[src/rtl/txd_pkg.sv]
package txd_pkg;

   // Descriptor bit positions; software and engine must agree on these.
   localparam int OWN_BIT   = 31;
   localparam int LAST_BIT  = 30;
   localparam int FIRST_BIT = 29;
   localparam int SETUP_BIT = 27;
   localparam int WRAP_BIT  = 25;
   localparam int START_BIT = 13;
   localparam int PSTATE_LO = 20;

   // Register byte offsets.
   localparam int OFS_CTRL = 4'h0;
   localparam int OFS_POLL = 4'h4;
   localparam int OFS_BASE = 4'h8;
   localparam int OFS_STAT = 4'hC;

   // Completion words.
   localparam logic [31:0] DONE_OK    = 32'h0000_0000;
   localparam logic [31:0] DONE_ERR   = 32'h0000_8000;
   localparam logic [31:0] DONE_SETUP = 32'h7FFF_FFFF;

   // Process-state codes reported to software.
   localparam logic [2:0] PS_STOPPED = 3'd0;
   localparam logic [2:0] PS_FETCH   = 3'd1;
   localparam logic [2:0] PS_SEND    = 3'd2;
   localparam logic [2:0] PS_SETUP   = 3'd3;
   localparam logic [2:0] PS_CLOSE   = 3'd5;
   localparam logic [2:0] PS_SUSPEND = 3'd6;

   typedef enum logic [3:0] {
      S_IDLE, S_RD_STAT, S_RD_CTRL, S_RD_BUF, S_DECIDE,
      S_SU_RD, S_SU_CAP, S_FILL, S_LOAD, S_OUT, S_CLOSE
   } seq_state_e;

endpackage

[src/rtl/txd_csr.sv]
module txd_csr
   import txd_pkg::*;
#(
   parameter int AW     = 32,
   parameter int REG_AW = 4
) (
   input  logic              clk,
   input  logic              rst_n,
   input  logic              reg_wr,
   input  logic [REG_AW-1:0] reg_addr,
   input  logic [31:0]       reg_wdata,
   output logic [31:0]       reg_rdata,
   input  logic [2:0]        proc_state,
   output logic              run,
   output logic [AW-1:0]     base,
   output logic              poll,
   output logic              start_rise
);

   logic [31:0] ctrl_q;
   logic [31:0] base_q;
   logic        wr_ctrl, wr_base;

   assign wr_ctrl    = reg_wr && (reg_addr == REG_AW'(OFS_CTRL));
   assign wr_base    = reg_wr && (reg_addr == REG_AW'(OFS_BASE));
   assign poll       = reg_wr && (reg_addr == REG_AW'(OFS_POLL));
   assign run        = ctrl_q[START_BIT];
   assign start_rise = wr_ctrl && reg_wdata[START_BIT] && !ctrl_q[START_BIT];
   assign base       = {base_q[AW-1:4], 4'b0000};

   always_ff @(posedge clk or negedge rst_n) begin
      if (!rst_n) begin
         ctrl_q <= '0;
         base_q <= '0;
      end else begin
         if (wr_ctrl) ctrl_q <= reg_wdata;
         if (wr_base) base_q <= reg_wdata;
      end
   end

   always_comb begin
      reg_rdata = '0;
      if (reg_addr == REG_AW'(OFS_CTRL))      reg_rdata = ctrl_q;
      else if (reg_addr == REG_AW'(OFS_BASE)) reg_rdata = base_q;
      else if (reg_addr == REG_AW'(OFS_STAT)) reg_rdata[PSTATE_LO +: 3] = proc_state;
   end

   // a rising enable edge is only reported when enable was clear
   p_rise_from_clear_r11: assert property (@(posedge clk) disable iff (!rst_n)
      start_rise |=> run)
      else $error("enable rise did not set run");

endmodule

[src/rtl/txd_stn.sv]
module txd_stn #(
   parameter int PIECES = 3,
   localparam int IW    = $clog2(PIECES),
   localparam int SW    = 16 * PIECES
) (
   input  logic          clk,
   input  logic          rst_n,
   input  logic          cap_en,
   input  logic [IW-1:0] cap_idx,
   input  logic [31:0]   cap_word,
   output logic [SW-1:0] stn_addr
);

   logic [SW-1:0] assembled;
   logic [SW-1:0] stn_q;
   logic          commit;

   assign commit = cap_en && (cap_idx == IW'(PIECES - 1));

   for (genvar i = 0; i < PIECES; i++) begin : g_piece
      if (i < PIECES - 1) begin : g_stage
         logic [15:0] stage_q;
         always_ff @(posedge clk or negedge rst_n) begin
            if (!rst_n)                                 stage_q <= '0;
            else if (cap_en && cap_idx == IW'(i))       stage_q <= cap_word[15:0];
         end
         assign assembled[16*i +: 16] = stage_q;
      end else begin : g_tail
         assign assembled[16*i +: 16] = cap_word[15:0];
      end
   end

   always_ff @(posedge clk or negedge rst_n) begin
      if (!rst_n)      stn_q <= '0;
      else if (commit) stn_q <= assembled;
   end

   assign stn_addr = stn_q;

   // the address only moves after the final piece of a setup buffer
   p_stn_commit_r8: assert property (@(posedge clk) disable iff (!rst_n)
      !$stable(stn_q) |-> $past(cap_en) && $past(cap_idx) == IW'(PIECES - 1))
      else $error("station address changed outside a setup commit");

endmodule

[src/rtl/txd_seq.sv]
module txd_seq
   import txd_pkg::*;
#(
   parameter int AW          = 32,
   parameter int LEN_W       = 11,
   parameter int SETUP_LEN   = 192,
   parameter int PIECES      = 3,
   parameter int DESC_STRIDE = 16,
   localparam int IW         = $clog2(PIECES)
) (
   input  logic          clk,
   input  logic          rst_n,
   input  logic          run,
   input  logic          poll,
   input  logic          start_rise,
   input  logic [AW-1:0] base,
   output logic          mem_req,
   output logic          mem_we,
   output logic [AW-1:0] mem_addr,
   output logic [31:0]   mem_wdata,
   input  logic [31:0]   mem_rdata,
   output logic          tx_valid,
   output logic [7:0]    tx_data,
   output logic          tx_last,
   input  logic          tx_ready,
   output logic          cap_en,
   output logic [IW-1:0] cap_idx,
   output logic [2:0]    proc_state
);

   seq_state_e        state_q, nxt;
   logic [AW-1:0]     desc_q, bptr_q;
   logic [LEN_W-1:0]  len_q, rem_q;
   logic              c_first, c_last, c_setup, c_wrap;
   logic [31:0]       word_q, wb_q;
   logic [IW-1:0]     su_q;
   logic              su_end, frame_ok;

   function automatic logic [AW-1:0] walign(input logic [AW-1:0] a);
      return {a[AW-1:2], 2'b00};
   endfunction

   assign su_end   = (su_q == IW'(PIECES - 1));
   assign frame_ok = c_first && c_last && (len_q != '0);

   always_comb begin
      nxt       = state_q;
      mem_req   = 1'b0;
      mem_we    = 1'b0;
      mem_addr  = desc_q;
      mem_wdata = wb_q;
      cap_en    = 1'b0;
      unique case (state_q)
         S_IDLE:    if (run && poll) nxt = S_RD_STAT;
         S_RD_STAT: begin
            mem_req = 1'b1;
            nxt     = S_RD_CTRL;
         end
         S_RD_CTRL: begin
            if (mem_rdata[OWN_BIT]) begin
               mem_req  = 1'b1;
               mem_addr = desc_q + AW'(4);
               nxt      = S_RD_BUF;
            end else begin
               nxt = S_IDLE;
            end
         end
         S_RD_BUF: begin
            mem_req  = 1'b1;
            mem_addr = desc_q + AW'(8);
            nxt      = S_DECIDE;
         end
         S_DECIDE: begin
            if (c_setup) nxt = (len_q == LEN_W'(SETUP_LEN)) ? S_SU_RD : S_CLOSE;
            else         nxt = frame_ok ? S_FILL : S_CLOSE;
         end
         S_SU_RD: begin
            mem_req  = 1'b1;
            mem_addr = walign(bptr_q);
            nxt      = S_SU_CAP;
         end
         S_SU_CAP: begin
            cap_en = 1'b1;
            if (su_end) begin
               nxt = S_CLOSE;
            end else begin
               mem_req  = 1'b1;
               mem_addr = walign(bptr_q);
            end
         end
         S_FILL: begin
            mem_req  = 1'b1;
            mem_addr = walign(bptr_q);
            nxt      = S_LOAD;
         end
         S_LOAD: nxt = S_OUT;
         S_OUT: begin
            if (tx_ready) begin
               if (rem_q == LEN_W'(1))       nxt = S_CLOSE;
               else if (bptr_q[1:0] == 2'b11) nxt = S_FILL;
            end
         end
         S_CLOSE: begin
            mem_req = 1'b1;
            mem_we  = 1'b1;
            nxt     = run ? S_RD_STAT : S_IDLE;
         end
         default: nxt = S_IDLE;
      endcase
   end

   always_ff @(posedge clk or negedge rst_n) begin
      if (!rst_n) begin
         state_q <= S_IDLE;
         desc_q  <= '0;
         bptr_q  <= '0;
         len_q   <= '0;
         rem_q   <= '0;
         c_first <= 1'b0;
         c_last  <= 1'b0;
         c_setup <= 1'b0;
         c_wrap  <= 1'b0;
         word_q  <= '0;
         wb_q    <= '0;
         su_q    <= '0;
      end else begin
         state_q <= nxt;
         unique case (state_q)
            S_IDLE: if (start_rise) desc_q <= base;
            S_RD_BUF: begin
               len_q   <= mem_rdata[LEN_W-1:0];
               c_first <= mem_rdata[FIRST_BIT];
               c_last  <= mem_rdata[LAST_BIT];
               c_setup <= mem_rdata[SETUP_BIT];
               c_wrap  <= mem_rdata[WRAP_BIT];
            end
            S_DECIDE: begin
               bptr_q <= mem_rdata[AW-1:0];
               rem_q  <= len_q;
               su_q   <= '0;
               wb_q   <= DONE_ERR;
            end
            S_SU_RD: bptr_q <= bptr_q + AW'(4);
            S_SU_CAP: begin
               if (su_end) begin
                  wb_q <= DONE_SETUP;
               end else begin
                  bptr_q <= bptr_q + AW'(4);
                  su_q   <= su_q + IW'(1);
               end
            end
            S_LOAD: word_q <= mem_rdata;
            S_OUT: begin
               if (tx_ready) begin
                  bptr_q <= bptr_q + AW'(1);
                  rem_q  <= rem_q - LEN_W'(1);
                  if (rem_q == LEN_W'(1)) wb_q <= DONE_OK;
               end
            end
            S_CLOSE: desc_q <= c_wrap ? base : desc_q + AW'(DESC_STRIDE);
            default: ;
         endcase
      end
   end

   assign cap_idx  = su_q;
   assign tx_valid = (state_q == S_OUT);
   assign tx_last  = (rem_q == LEN_W'(1));

   always_comb begin
      unique case (bptr_q[1:0])
         2'd0:    tx_data = word_q[7:0];
         2'd1:    tx_data = word_q[15:8];
         2'd2:    tx_data = word_q[23:16];
         default: tx_data = word_q[31:24];
      endcase
   end

   always_comb begin
      unique case (state_q)
         S_IDLE:                                 proc_state = run ? PS_SUSPEND : PS_STOPPED;
         S_RD_STAT, S_RD_CTRL, S_RD_BUF, S_DECIDE: proc_state = PS_FETCH;
         S_SU_RD, S_SU_CAP:                      proc_state = PS_SETUP;
         S_FILL, S_LOAD, S_OUT:                  proc_state = PS_SEND;
         default:                                proc_state = PS_CLOSE;
      endcase
   end

   // an offered byte is held until it is taken
   p_hold_r5: assert property (@(posedge clk) disable iff (!rst_n)
      tx_valid && !tx_ready |=> tx_valid && $stable(tx_data) && $stable(tx_last))
      else $error("byte changed while stalled");

   // the stream drops valid right after the last byte is taken
   p_last_drop_r4: assert property (@(posedge clk) disable iff (!rst_n)
      tx_valid && tx_ready && tx_last |=> !tx_valid)
      else $error("valid stayed high after last byte");

   // every write-back hands the descriptor back to software
   p_release_r6: assert property (@(posedge clk) disable iff (!rst_n)
      mem_req && mem_we |-> !mem_wdata[OWN_BIT])
      else $error("write-back kept ownership");

   // an unowned descriptor sends the engine idle with no further access
   p_unowned_r2: assert property (@(posedge clk) disable iff (!rst_n)
      state_q == S_RD_CTRL && !mem_rdata[OWN_BIT] |=> !mem_req && !tx_valid)
      else $error("activity after unowned descriptor");

   // a stopped engine makes no memory access
   p_quiet_r3: assert property (@(posedge clk) disable iff (!rst_n)
      state_q == S_IDLE && !run |=> !mem_req)
      else $error("memory access while stopped");

   // all memory accesses are word aligned
   p_align_r4: assert property (@(posedge clk) disable iff (!rst_n)
      mem_req |-> mem_addr[1:0] == 2'b00)
      else $error("unaligned memory access");

endmodule

[src/rtl/txd_poll_engine.sv]
module txd_poll_engine
   import txd_pkg::*;
#(
   parameter int AW        = 32,
   parameter int LEN_W     = 11,
   parameter int SETUP_LEN = 192,
   parameter int PIECES    = 3,
   localparam int IW       = $clog2(PIECES),
   localparam int SW       = 16 * PIECES
) (
   input  logic          clk,
   input  logic          rst_n,
   input  logic          reg_wr,
   input  logic [3:0]    reg_addr,
   input  logic [31:0]   reg_wdata,
   output logic [31:0]   reg_rdata,
   output logic          mem_req,
   output logic          mem_we,
   output logic [AW-1:0] mem_addr,
   output logic [31:0]   mem_wdata,
   input  logic [31:0]   mem_rdata,
   output logic          tx_valid,
   output logic [7:0]    tx_data,
   input  logic          tx_ready,
   output logic          tx_last,
   output logic [SW-1:0] stn_addr
);

   if (AW < 8 || AW > 32) begin : g_bad_aw
      $error("AW must lie in 8..32");
   end
   if (LEN_W < 8 || LEN_W > 25) begin : g_bad_len
      $error("LEN_W must lie in 8..25 to stay clear of the flag bits");
   end
   if (PIECES < 2 || 4 * PIECES > SETUP_LEN) begin : g_bad_pieces
      $error("PIECES must be at least 2 and fit in the setup buffer");
   end
   if (SETUP_LEN >= (1 << LEN_W)) begin : g_bad_setup
      $error("SETUP_LEN does not fit the length field");
   end

   logic          run, poll, start_rise, cap_en;
   logic [AW-1:0] base;
   logic [IW-1:0] cap_idx;
   logic [2:0]    proc_state;

   txd_csr #(.AW(AW), .REG_AW(4)) u_csr (
      .clk        (clk),
      .rst_n      (rst_n),
      .reg_wr     (reg_wr),
      .reg_addr   (reg_addr),
      .reg_wdata  (reg_wdata),
      .reg_rdata  (reg_rdata),
      .proc_state (proc_state),
      .run        (run),
      .base       (base),
      .poll       (poll),
      .start_rise (start_rise)
   );

   txd_seq #(
      .AW(AW), .LEN_W(LEN_W), .SETUP_LEN(SETUP_LEN), .PIECES(PIECES), .DESC_STRIDE(16)
   ) u_seq (
      .clk        (clk),
      .rst_n      (rst_n),
      .run        (run),
      .poll       (poll),
      .start_rise (start_rise),
      .base       (base),
      .mem_req    (mem_req),
      .mem_we     (mem_we),
      .mem_addr   (mem_addr),
      .mem_wdata  (mem_wdata),
      .mem_rdata  (mem_rdata),
      .tx_valid   (tx_valid),
      .tx_data    (tx_data),
      .tx_last    (tx_last),
      .tx_ready   (tx_ready),
      .cap_en     (cap_en),
      .cap_idx    (cap_idx),
      .proc_state (proc_state)
   );

   txd_stn #(.PIECES(PIECES)) u_stn (
      .clk      (clk),
      .rst_n    (rst_n),
      .cap_en   (cap_en),
      .cap_idx  (cap_idx),
      .cap_word (mem_rdata),
      .stn_addr (stn_addr)
   );

endmodule

[config.mk]
export PLATFORM = sky130hd
export DESIGN_NAME = txd_poll_engine
export DESIGN_NICKNAME = d
export VERILOG_FILES = /design/src/rtl/txd_pkg.sv /design/src/rtl/txd_csr.sv /design/src/rtl/txd_stn.sv /design/src/rtl/txd_seq.sv /design/src/rtl/txd_poll_engine.sv
export SDC_FILE = /design/constraint.sdc
export NUM_CORES = 1
export LEC_CHECK = 0
export CORE_AREA = 3 3 231 120
export CTS_BUF_LIST = sky130_fd_sc_hd__clkbuf_4 sky130_fd_sc_hd__clkbuf_8 sky130_fd_sc_hd__clkbuf_16
export DETAILED_ROUTE_END_ITERATION = 10
export DIE_AREA = 0 0 234 123
export PLACE_DENSITY = 0.76
export SYNTH_ARGS = -nofsm -noshare
export SYNTH_HDL_FRONTEND = slang
export SYNTH_SLANG_ARGS = --single-unit
[constraint.sdc]
create_clock -name clk -period 2.9 [get_ports clk]
set_clock_uncertainty 0.2 [all_clocks]
set_input_delay 0.29 -clock clk [delete_from_list [all_inputs] [get_ports clk]]
set_output_delay 0.29 -clock clk [all_outputs]
set_load 0.02 [all_outputs]
==> metrics.md, run 1 <==
| Metric | Value |
|---|---|
| Clk pin slew, worst setup/hold paths | `70 ps` |
| CTS sink count | `270` |
| Final cell count without fillers | `1875` |
| Pwr Total | `15700 uW` |
| Leakage | `0.00746 uW` |
| Pin count of the biggest net entering global routing | `95` |
| DRC | `0` |
| DP HPWL | `31000 um` |
| Worst Setup Start Kind | `register` |
| Worst slew margin | `48.3%` |
| Endpoint class of the critical path | `output port` |
| Total track usage | `29.1%` |
| Most common cell after layout, fill and taps aside | `dfrtp_1` |
| Final hold violations | `0` |
| Die area | `28800 um^2` |
| Least-Margin Pin Slew | `775 ps` |
| CTS max path bufs | `3` |
| Clk root buf | `clkbuf_16` |
| Worst hold-check path type | `in -> async` |
| RSZ-0062 raised after global routing | `yes` |
| Post-synth EDFFs | `0` |
| Vias in the first global route | `11124` |
| Worst vdd ir | `461 uV` |
| Layout Area Growth over Synthesis | `25.4%` |
| I/O Pins | `228` |
| N_diodes | `0` |
| Period utilization | `97.4%` |
| Port-buffer cells | `224` |
| Worst setup path startpoint | `u_seq.cap_idx[0]` |
| Remaining global-route overflow | `0` |
| Wirelength per Cell | `22.4 um` |
| H-tree lvl count | `1` |
| Cell Area, Synth | `13800 um^2` |
| Worst EP arrival | `2330 ps` |
| Most used DFF post-synth | `dfrtp_1` |
| Syn Inst Count | `1294` |
| Total CTS buffers | `25` |
| Critical path class | `reg -> out` |
| Yosys reg bits | `270` |
| PwrDens | `909 nW/um^2` |
| Tmin final | `2820 ps` |
| Number of max-cap violations | `0` |
| Distinct cells, synth | `84` |
| Via count | `11624` |
| DR vias/cell | `6.20` |
| Reg area | `6760 um^2` |
| R2R Path Start | `u_seq.cap_idx[0]` |
| Clock Latency Late Sink | `540 ps` |
| Synthesis Warnings | `0` |
| Site Rows | `42` |
| Initial antenna violation count | `1` |
| Routability cong. | `1.04` |
| CTS tree | `yes` |
| Req. time, crit path | `2410 ps` |
| Crit Path Max Fanout | `30` |
| Average size of a mapped cell | `10.7 um^2` |
| Layout cell share with drive strength beyond 1 | `24.4%` |
| Most frequent cells in the layout | `dfrtp_1, mux2_2, clkdlybuf4s50_1, nand2_1, o21ai_0` |
| Max Fclk | `0.354 GHz` |
| Initial core utilization | `53.0%` |
| Routed Wire Length | `42000 um` |
| Core area | `26000 um^2` |
| Multi-input logic area | `6400 um^2` |
| Final net count | `1590` |
| Async SR Flop Fraction | `100%` |
| DR iter-0 viols | `1531` |
| Die Wd | `234 um` |
| Slew Limit Fails | `0` |
| Post-synthesis sequential area ratio | `49.0%` |
| Status | `finished, final reports clean` |
| DRT Pass-1 Iters | `8` |
| Die Ht | `123 um` |
| Setup Viol. Count Final | `0` |
| Fillers | `2056` |
| DRT antenna net count | `0` |
| First-pass GRT wire length | `64900 um` |
| Placed Cells | `1830` |
-- flip-flops by register name (all words and copies together) (netlist names), 11 cells and up --
signal / cells
u_csr.ctrl_q: 32
u_seq.len_q: 11
u_seq.word_q: 32
u_seq.desc_q: 28
u_stn.stn_addr: 48
u_stn.g_piece.g_stage.stage_q: 32
u_seq.bptr_q: 32
u_csr.base_q: 32
u_seq.rem_q: 11
-- critical path, stage by stage (launching register included) --
cell	delay, ps
dfrtp_1	410
inv_1	90
ha_1	180
nor2b_1	80
o21ai_4	250
inv_2	80
buf_12	170
o21ai_0	230
clkdlybuf4s15_2	300
-- worst paths after layout --
path                                      endpoint  slack, ps  cells past startpoint
worst max register to register    u_seq.bptr_q[19]        280                      8
min in group clk                  u_seq.word_q[26]        170                      3
worst min register to register  u_stn.stn_addr[18]        300                      1
worst min-delay path            u_stn.stn_addr[16]         10                      2
worst max-delay path                  mem_addr[11]         80                      8
max in group asynchronous       u_stn.stn_addr[12]       1690                      3
-- cell usage after synthesis, types with 4 or more instances --
cell type	count	area, um^2
dfrtp_1	270	6760
mux2_2	183	2060
nand2_1	164	616
o21ai_0	72	360
a21oi_1	53	265
clkbuf_1	41	154
nand3_1	39	195
nor2_1	39	146
buf_4	33	248
a22o_1	31	272
inv_1	29	109
buf_2	28	140
nor3_1	27	135
nand4_1	20	125
a22oi_1	15	113
a31oi_1	15	93.8
mux2i_1	14	140
ha_1	12	150
o22ai_1	11	68.8
and3_1	10	62.6
o211ai_1	9	67.6
or4_1	9	67.6
a222oi_1	8	80.1
nand2b_1	8	50.1
o311ai_0	8	70.1
a211oi_1	7	52.6
buf_1	7	26.3
or3_1	7	43.8
and2_1	6	37.5
nor2b_1	6	37.5
o31ai_1	6	45.0
nor3b_1	5	37.5
o32ai_1	5	43.8
or2_2	5	31.3
a211o_1	4	35.0
a21o_1	4	30.0
a221o_1	4	40.0
a32oi_1	4	35.0
a41oi_1	4	35.0
nor4_1	4	25.0
o2bb2ai_1	4	35.0
-- final cells by class --
type,instances,area share [%]
inverter,30,0.651
clock inverter,10,0.383
clock buffer,34,4.22
timing repair buffer,297,16.1
multi-input combinational,882,37.0
sequential,270,39.1
tap,352,2.55
-- layer usage --
metal  vias to the layer above  wire length (um)  track usage [%]
met5                         -                 0                0
met1                      5781             19500             45.8
met3                        70              4590             7.44
li1                       5148                 -                -
met4                         0               786             5.42
met2                       625             17100             40.4
-- metrics by stage --
| step | utilization [%] | setup slack (ps) | setup TNS (ps) | cell area (um^2) | hold slack [ps] |
|---|---|---|---|---|---|
| floorplan | - | 557 | 0 | 13800 | -206 |
| detailed placement | 63.7 | 26.5 | 0 | 16600 | -24.9 |
| CTS | 66.6 | -9.32 | -9.32 | 17300 | 23.3 |
| global placement | 63.7 | 162 | 0 | 16600 | -23.2 |
| finish | 66.5 | 75.3 | 0 | 17300 | 11.9 |
| global route | 66.5 | -67.2 | -87.5 | 17300 | 35.6 |
-- report_power, final --
part	switching, uW	total (uW)	internal (uW)
clock	1500	3270	1770
combinational	3430	6140	2710
sequential	1320	6320	5000
-- cell families (layout without fill, tap and decap cells) --
family / count (synthesis) / in the layout / synth area share, %
AOI/OAI and AO/OA: 290 / 290 / 14.4
xor gates and xnor gates: 4 / 4 / 0.254
adders and majority gates: 12 / 12 / 1.09
buffers and inverters: 144 / 371 / 5.20
DFF: 270 / 270 / 49.0
muxes: 197 / 197 / 16.0
other: 1 / 3 / 0.0272
and+or+nand+nor: 376 / 376 / 14.2
-- what timing repair did --
item                                    4_1_cts  5_1_grt
gates resized for setup                      58       58
pin swaps                                     0        2
endpoints found under the hold margin       270        0
hold buffers                                  1        0
endpoints found under the setup margin       42       43
buffers inserted                              0        0
Note: power is estimated with default switching activity, not from simulation.
==> inputs of run 2 (changes only) <==
--- a/config.mk
+++ b/config.mk
@@ -7,6 +7,7 @@
 export LEC_CHECK = 0
 export CORE_AREA = 3 3 231 120
 export CTS_BUF_LIST = sky130_fd_sc_hd__clkbuf_4 sky130_fd_sc_hd__clkbuf_8 sky130_fd_sc_hd__clkbuf_16
+export CTS_CLUSTER_SIZE = 16
 export DETAILED_ROUTE_END_ITERATION = 10
 export DIE_AREA = 0 0 234 123
 export PLACE_DENSITY = 0.76
==> results of run 2 <==
Final layout, timing and power as in run 1 (identical DEF).
==> inputs of run 3 (changes only) <==
--- a/config.mk
+++ b/config.mk
@@ -5,12 +5,13 @@
 export SDC_FILE = /design/constraint.sdc
 export NUM_CORES = 1
 export LEC_CHECK = 0
-export CORE_AREA = 3 3 231 120
+export ABC_AREA = 1
+export CORE_AREA = 3 3 235 122
 export CTS_BUF_LIST = sky130_fd_sc_hd__clkbuf_4 sky130_fd_sc_hd__clkbuf_8 sky130_fd_sc_hd__clkbuf_16
 export CTS_CLUSTER_SIZE = 16
 export DETAILED_ROUTE_END_ITERATION = 10
-export DIE_AREA = 0 0 234 123
-export PLACE_DENSITY = 0.76
+export DIE_AREA = 0 0 238 125
+export PLACE_DENSITY = 0.75
 export SYNTH_ARGS = -nofsm -noshare
 export SYNTH_HDL_FRONTEND = slang
 export SYNTH_SLANG_ARGS = --single-unit
==> run 3 against run 2 <==
- global-route usage down 1.0 points
- largest power group unchanged
- routed wire length up 1.1%
- via count up 16%
- non-clock buffer count down 35
- power up 2.2%
- worst hold slack better by 110 ps
- final area up 1.5%
- cell count up 32%
- clock-buffer cell count down 2
==> metrics.md, run 3 <==
| Metric | Value |
|---|---|
| Status | `finished, final reports clean` |
| CP most frequent cell | `nand2_1` |
| CTS tree | `yes` |
| Max Fclk | `0.358 GHz (+1.2%)` |
| Initial antenna violation count | `0 (-1)` |
| Synth area leader | `dfrtp_1` |
| Peak per-stage delay on the critical path | `450 ps (+40 ps)` |
| WHS | `124 ps (+112 ps)` |
| Clk pin slew, worst setup/hold paths | `70 ps (about the same)` |
| Most frequent cells in the layout | `nand2_1, o21ai_0, dfrtp_1, inv_1, clkdlybuf4s50_1` |
| Remaining global-route overflow | `0 (unchanged)` |
| Final net count | `2179 (+37%)` |
| Total track usage | `28.1% (-1.0 points)` |
| Critical path's slowest cell | `dfrtp_2` |
| Clk root buf | `clkbuf_16` |
| Largest cells by area after synthesis | `dfrtp_1, nand2_1, o21ai_0, inv_1, nand3_1` |
| Number of max-cap violations | `0 (unchanged)` |
| Vias in the first global route | `12555 (+13%)` |
| P_sw | `6360 uW (+1.8%)` |
| DP HPWL | `30800 um (-0.67%)` |
| Setup TNS | `0 ps (unchanged)` |
| Yosys reg bits | `270 (unchanged)` |
| Wirelength per Cell | `17.2 um (-23%)` |
| Total CTS buffers | `25 (unchanged)` |
| Post-synth EDFFs | `0 (unchanged)` |
| Internal cell power | `9720 uW (+2.5%)` |
| Top cell type's share of synthesized area | `47.2% (-1.7 points)` |
| Final hold violations | `0 (unchanged)` |
| Pin count of the biggest net entering global routing | `77 (-19%)` |
| Routed Wire Length | `42500 um (+1.1%)` |
| Die area | `29800 um^2 (+3.4%)` |
| Post-synthesis sequential area ratio | `47.2% (-1.7 points)` |
| Sw Share | `39.5% (-0.15 points)` |
| Clk network pwr share | `22.3% (+1.5 points)` |
| Leakage | `0.00836 uW (+12%)` |
| DRT antenna net count | `0 (unchanged)` |
| DRT Pass-1 Iters | `6 (-2)` |
| Die Ht | `125 um (+1.6%)` |
| Tmin final | `2790 ps (-32.7 ps)` |
| CTS max path bufs | `3 (unchanged)` |
| Via count | `13435 (+16%)` |
| N_diodes | `0 (unchanged)` |
| Worst Setup Start Kind | `register` |
| Distinct cells, synth | `40 (-52%)` |
| Most common cell after layout, fill and taps aside | `nand2_1` |
| Period utilization | `96.3% (-1.1 points)` |
| Die Wd | `238 um (+1.7%)` |
| Worst EP arrival | `2300 ps (-30 ps)` |
| Crit Path Max Fanout | `21 (-30%)` |
| Syn Inst Count | `1913 (+48%)` |
| Endpoint class of the critical path | `output port` |
| CTS sink count | `270 (unchanged)` |
| Layout Area Growth over Synthesis | `22.7%` |
| Routability cong. | `0.953 (-8.1%)` |
| Critical path class | `reg -> out` |
| Slew Limit Fails | `0 (unchanged)` |
| Most common cell in the netlist | `nand2_1` |
| Worst slew margin | `51.5% (+3.2 points)` |
| Setup ws final | `108 ps (+32.7 ps)` |
| Average size of a mapped cell | `7.48 um^2 (-30%)` |
| Final cell count without fillers | `2466 (+32%)` |
| H-tree lvl count | `1 (unchanged)` |
| Worst vdd ir | `498 uV (+8.0%)` |
| Initial core utilization | `54.1% (+1.1 points)` |
| I/O Pins | `228 (unchanged)` |
| Comb pwr share | `38.5% (-0.5 points)` |
| Req. time, crit path | `2410 ps (about the same)` |
| Async SR Flop Fraction | `100% (unchanged)` |
| Least-Margin Pin Slew | `727 ps (-47.9 ps)` |
| Site Rows | `42 (unchanged)` |
| Worst hold-check path type | `in -> reg` |
| Synth top cells by count | `nand2_1, o21ai_0, dfrtp_1, inv_1, nand3_1` |
| Pre-CTS worst setup slack | `193 ps (+166 ps)` |
| Synthesis Warnings | `0 (unchanged)` |
| Core area | `26400 um^2 (+1.6%)` |
| First-pass GRT wire length | `67100 um (+3.4%)` |
| Critical Path, Cell by Cell | `inv_2 -> nand2_1 -> nor2_4 -> nand2_4 -> nand2_2 -> buf_4 -> nand2_1 -> o21ai_0 -> dlygate4sd2_1` |
| Max reg flops | `48 (unchanged)` |
| Cell Area, Synth | `14300 um^2 (+3.7%)` |
| Flop pwr share | `39.2% (-1.0 points)` |
| Clock Latency Late Sink | `550 ps (about the same)` |
| Layout cell share with drive strength beyond 1 | `7.62% (-17 points)` |
| PwrDens | `915 nW/um^2 (+0.71%)` |
| Most used DFF post-synth | `dfrtp_1` |
| Port-buffer cells | `224 (unchanged)` |
| Placed Cells | `2418 (+32%)` |
| Setup Viol. Count Final | `0 (unchanged)` |
| DR vias/cell | `5.45 (-12%)` |
| RSZ-0062 raised after global routing | `no` |
| DRC | `0 (unchanged)` |
| DR iter-0 viols | `1330 (-13%)` |
==> run 3: area by class of cell <==
cell class | count | area (um^2)
Inverter | 212 | 796
Multi-Input combinational cell | 1324 | 6210
Sequential cell | 270 | 6760
Tap cell | 352 | 440
Clock inverter | 14 | 181
Timing Repair Buffer | 262 | 2470
Fill cell | 2283 | 8870
Clock buffer | 32 | 703
==> run 3: logic make-up after synthesis <==
kind of cell | count (synthesis) | synth area share (%)
xor+xnor | 7 | 0.429
fa+ha+maj | 12 | 1.05
compound gates | 383 | 14.6
simple gates | 911 | 26.3
other cells | 1 | 0.0262
flops | 270 | 47.2
mux | 8 | 0.630
buf+inv | 321 | 9.71
==> run 3: metal layers <==
metal  vias up  routed length [um]  global-route usage [%]
met5         -                   0                       0
met2       554               19800                    46.7
met1      6300               18200                    39.0
met3        91                3320                    4.29
met4         0                1180                    7.06
li1       6490                   -                       -
==> run 3: metrics by stage <==
| stage | utilization (%) | area (um^2) | total power (uW) |
|---|---|---|---|
| after detailed placement | 63.3 | 16700 | 12600 |
| after floorplan | - | 14300 | 9920 |
| final | 66.4 | 17600 | 16100 |
| after global placement | 63.3 | 16700 | 12500 |
| after global routing | 66.4 | 17600 | 17000 |
| after CTS | 66.6 | 17600 | 16100 |
==> run 3: path summary, 6_finish.rpt <==
path,slack (ps),endpoint,start,cells after the start
worst max-delay path,110,mem_addr[6],u_seq.state_q[0],9
worst min-delay path,120,u_csr.ctrl_q[24],reg_wdata[24],3
worst max register to register,590,u_seq.desc_q[29],u_seq.state_q[1],9
worst min register to register,270,u_stn.stn_addr[7],u_stn.g_piece[0].g_stage.stage_q[7],2
max in group asynchronous,1580,u_seq.desc_q[25],rst_n,3
min in group asynchronous,130,u_csr.base_q[1],rst_n,2
==> run 3: what timing repair did <==
item,CTS,global route
setup buffers,0,1
setup endpoints to repair,41,32
hold endpoints to repair,71,0
hold buffers,1,0
resized for setup,50,68
pin swaps,0,1
==> run 3: critical path: cells and delay by family, from the launching register on <==
kind	cells	cell delay, ps
buf+inv	3	670
compound gates	1	60
flops	1	450
simple gates	5	590
==> run 3: power by group through the flow <==
stage	combinational, uW	clock (uW)	sequential (uW)
floorplan	3500	0	6420
global placement	6180	0	6280
detailed placement	6300	0	6300
CTS	6190	3600	6270
global route	6770	3740	6470
finish	6180	3580	6310
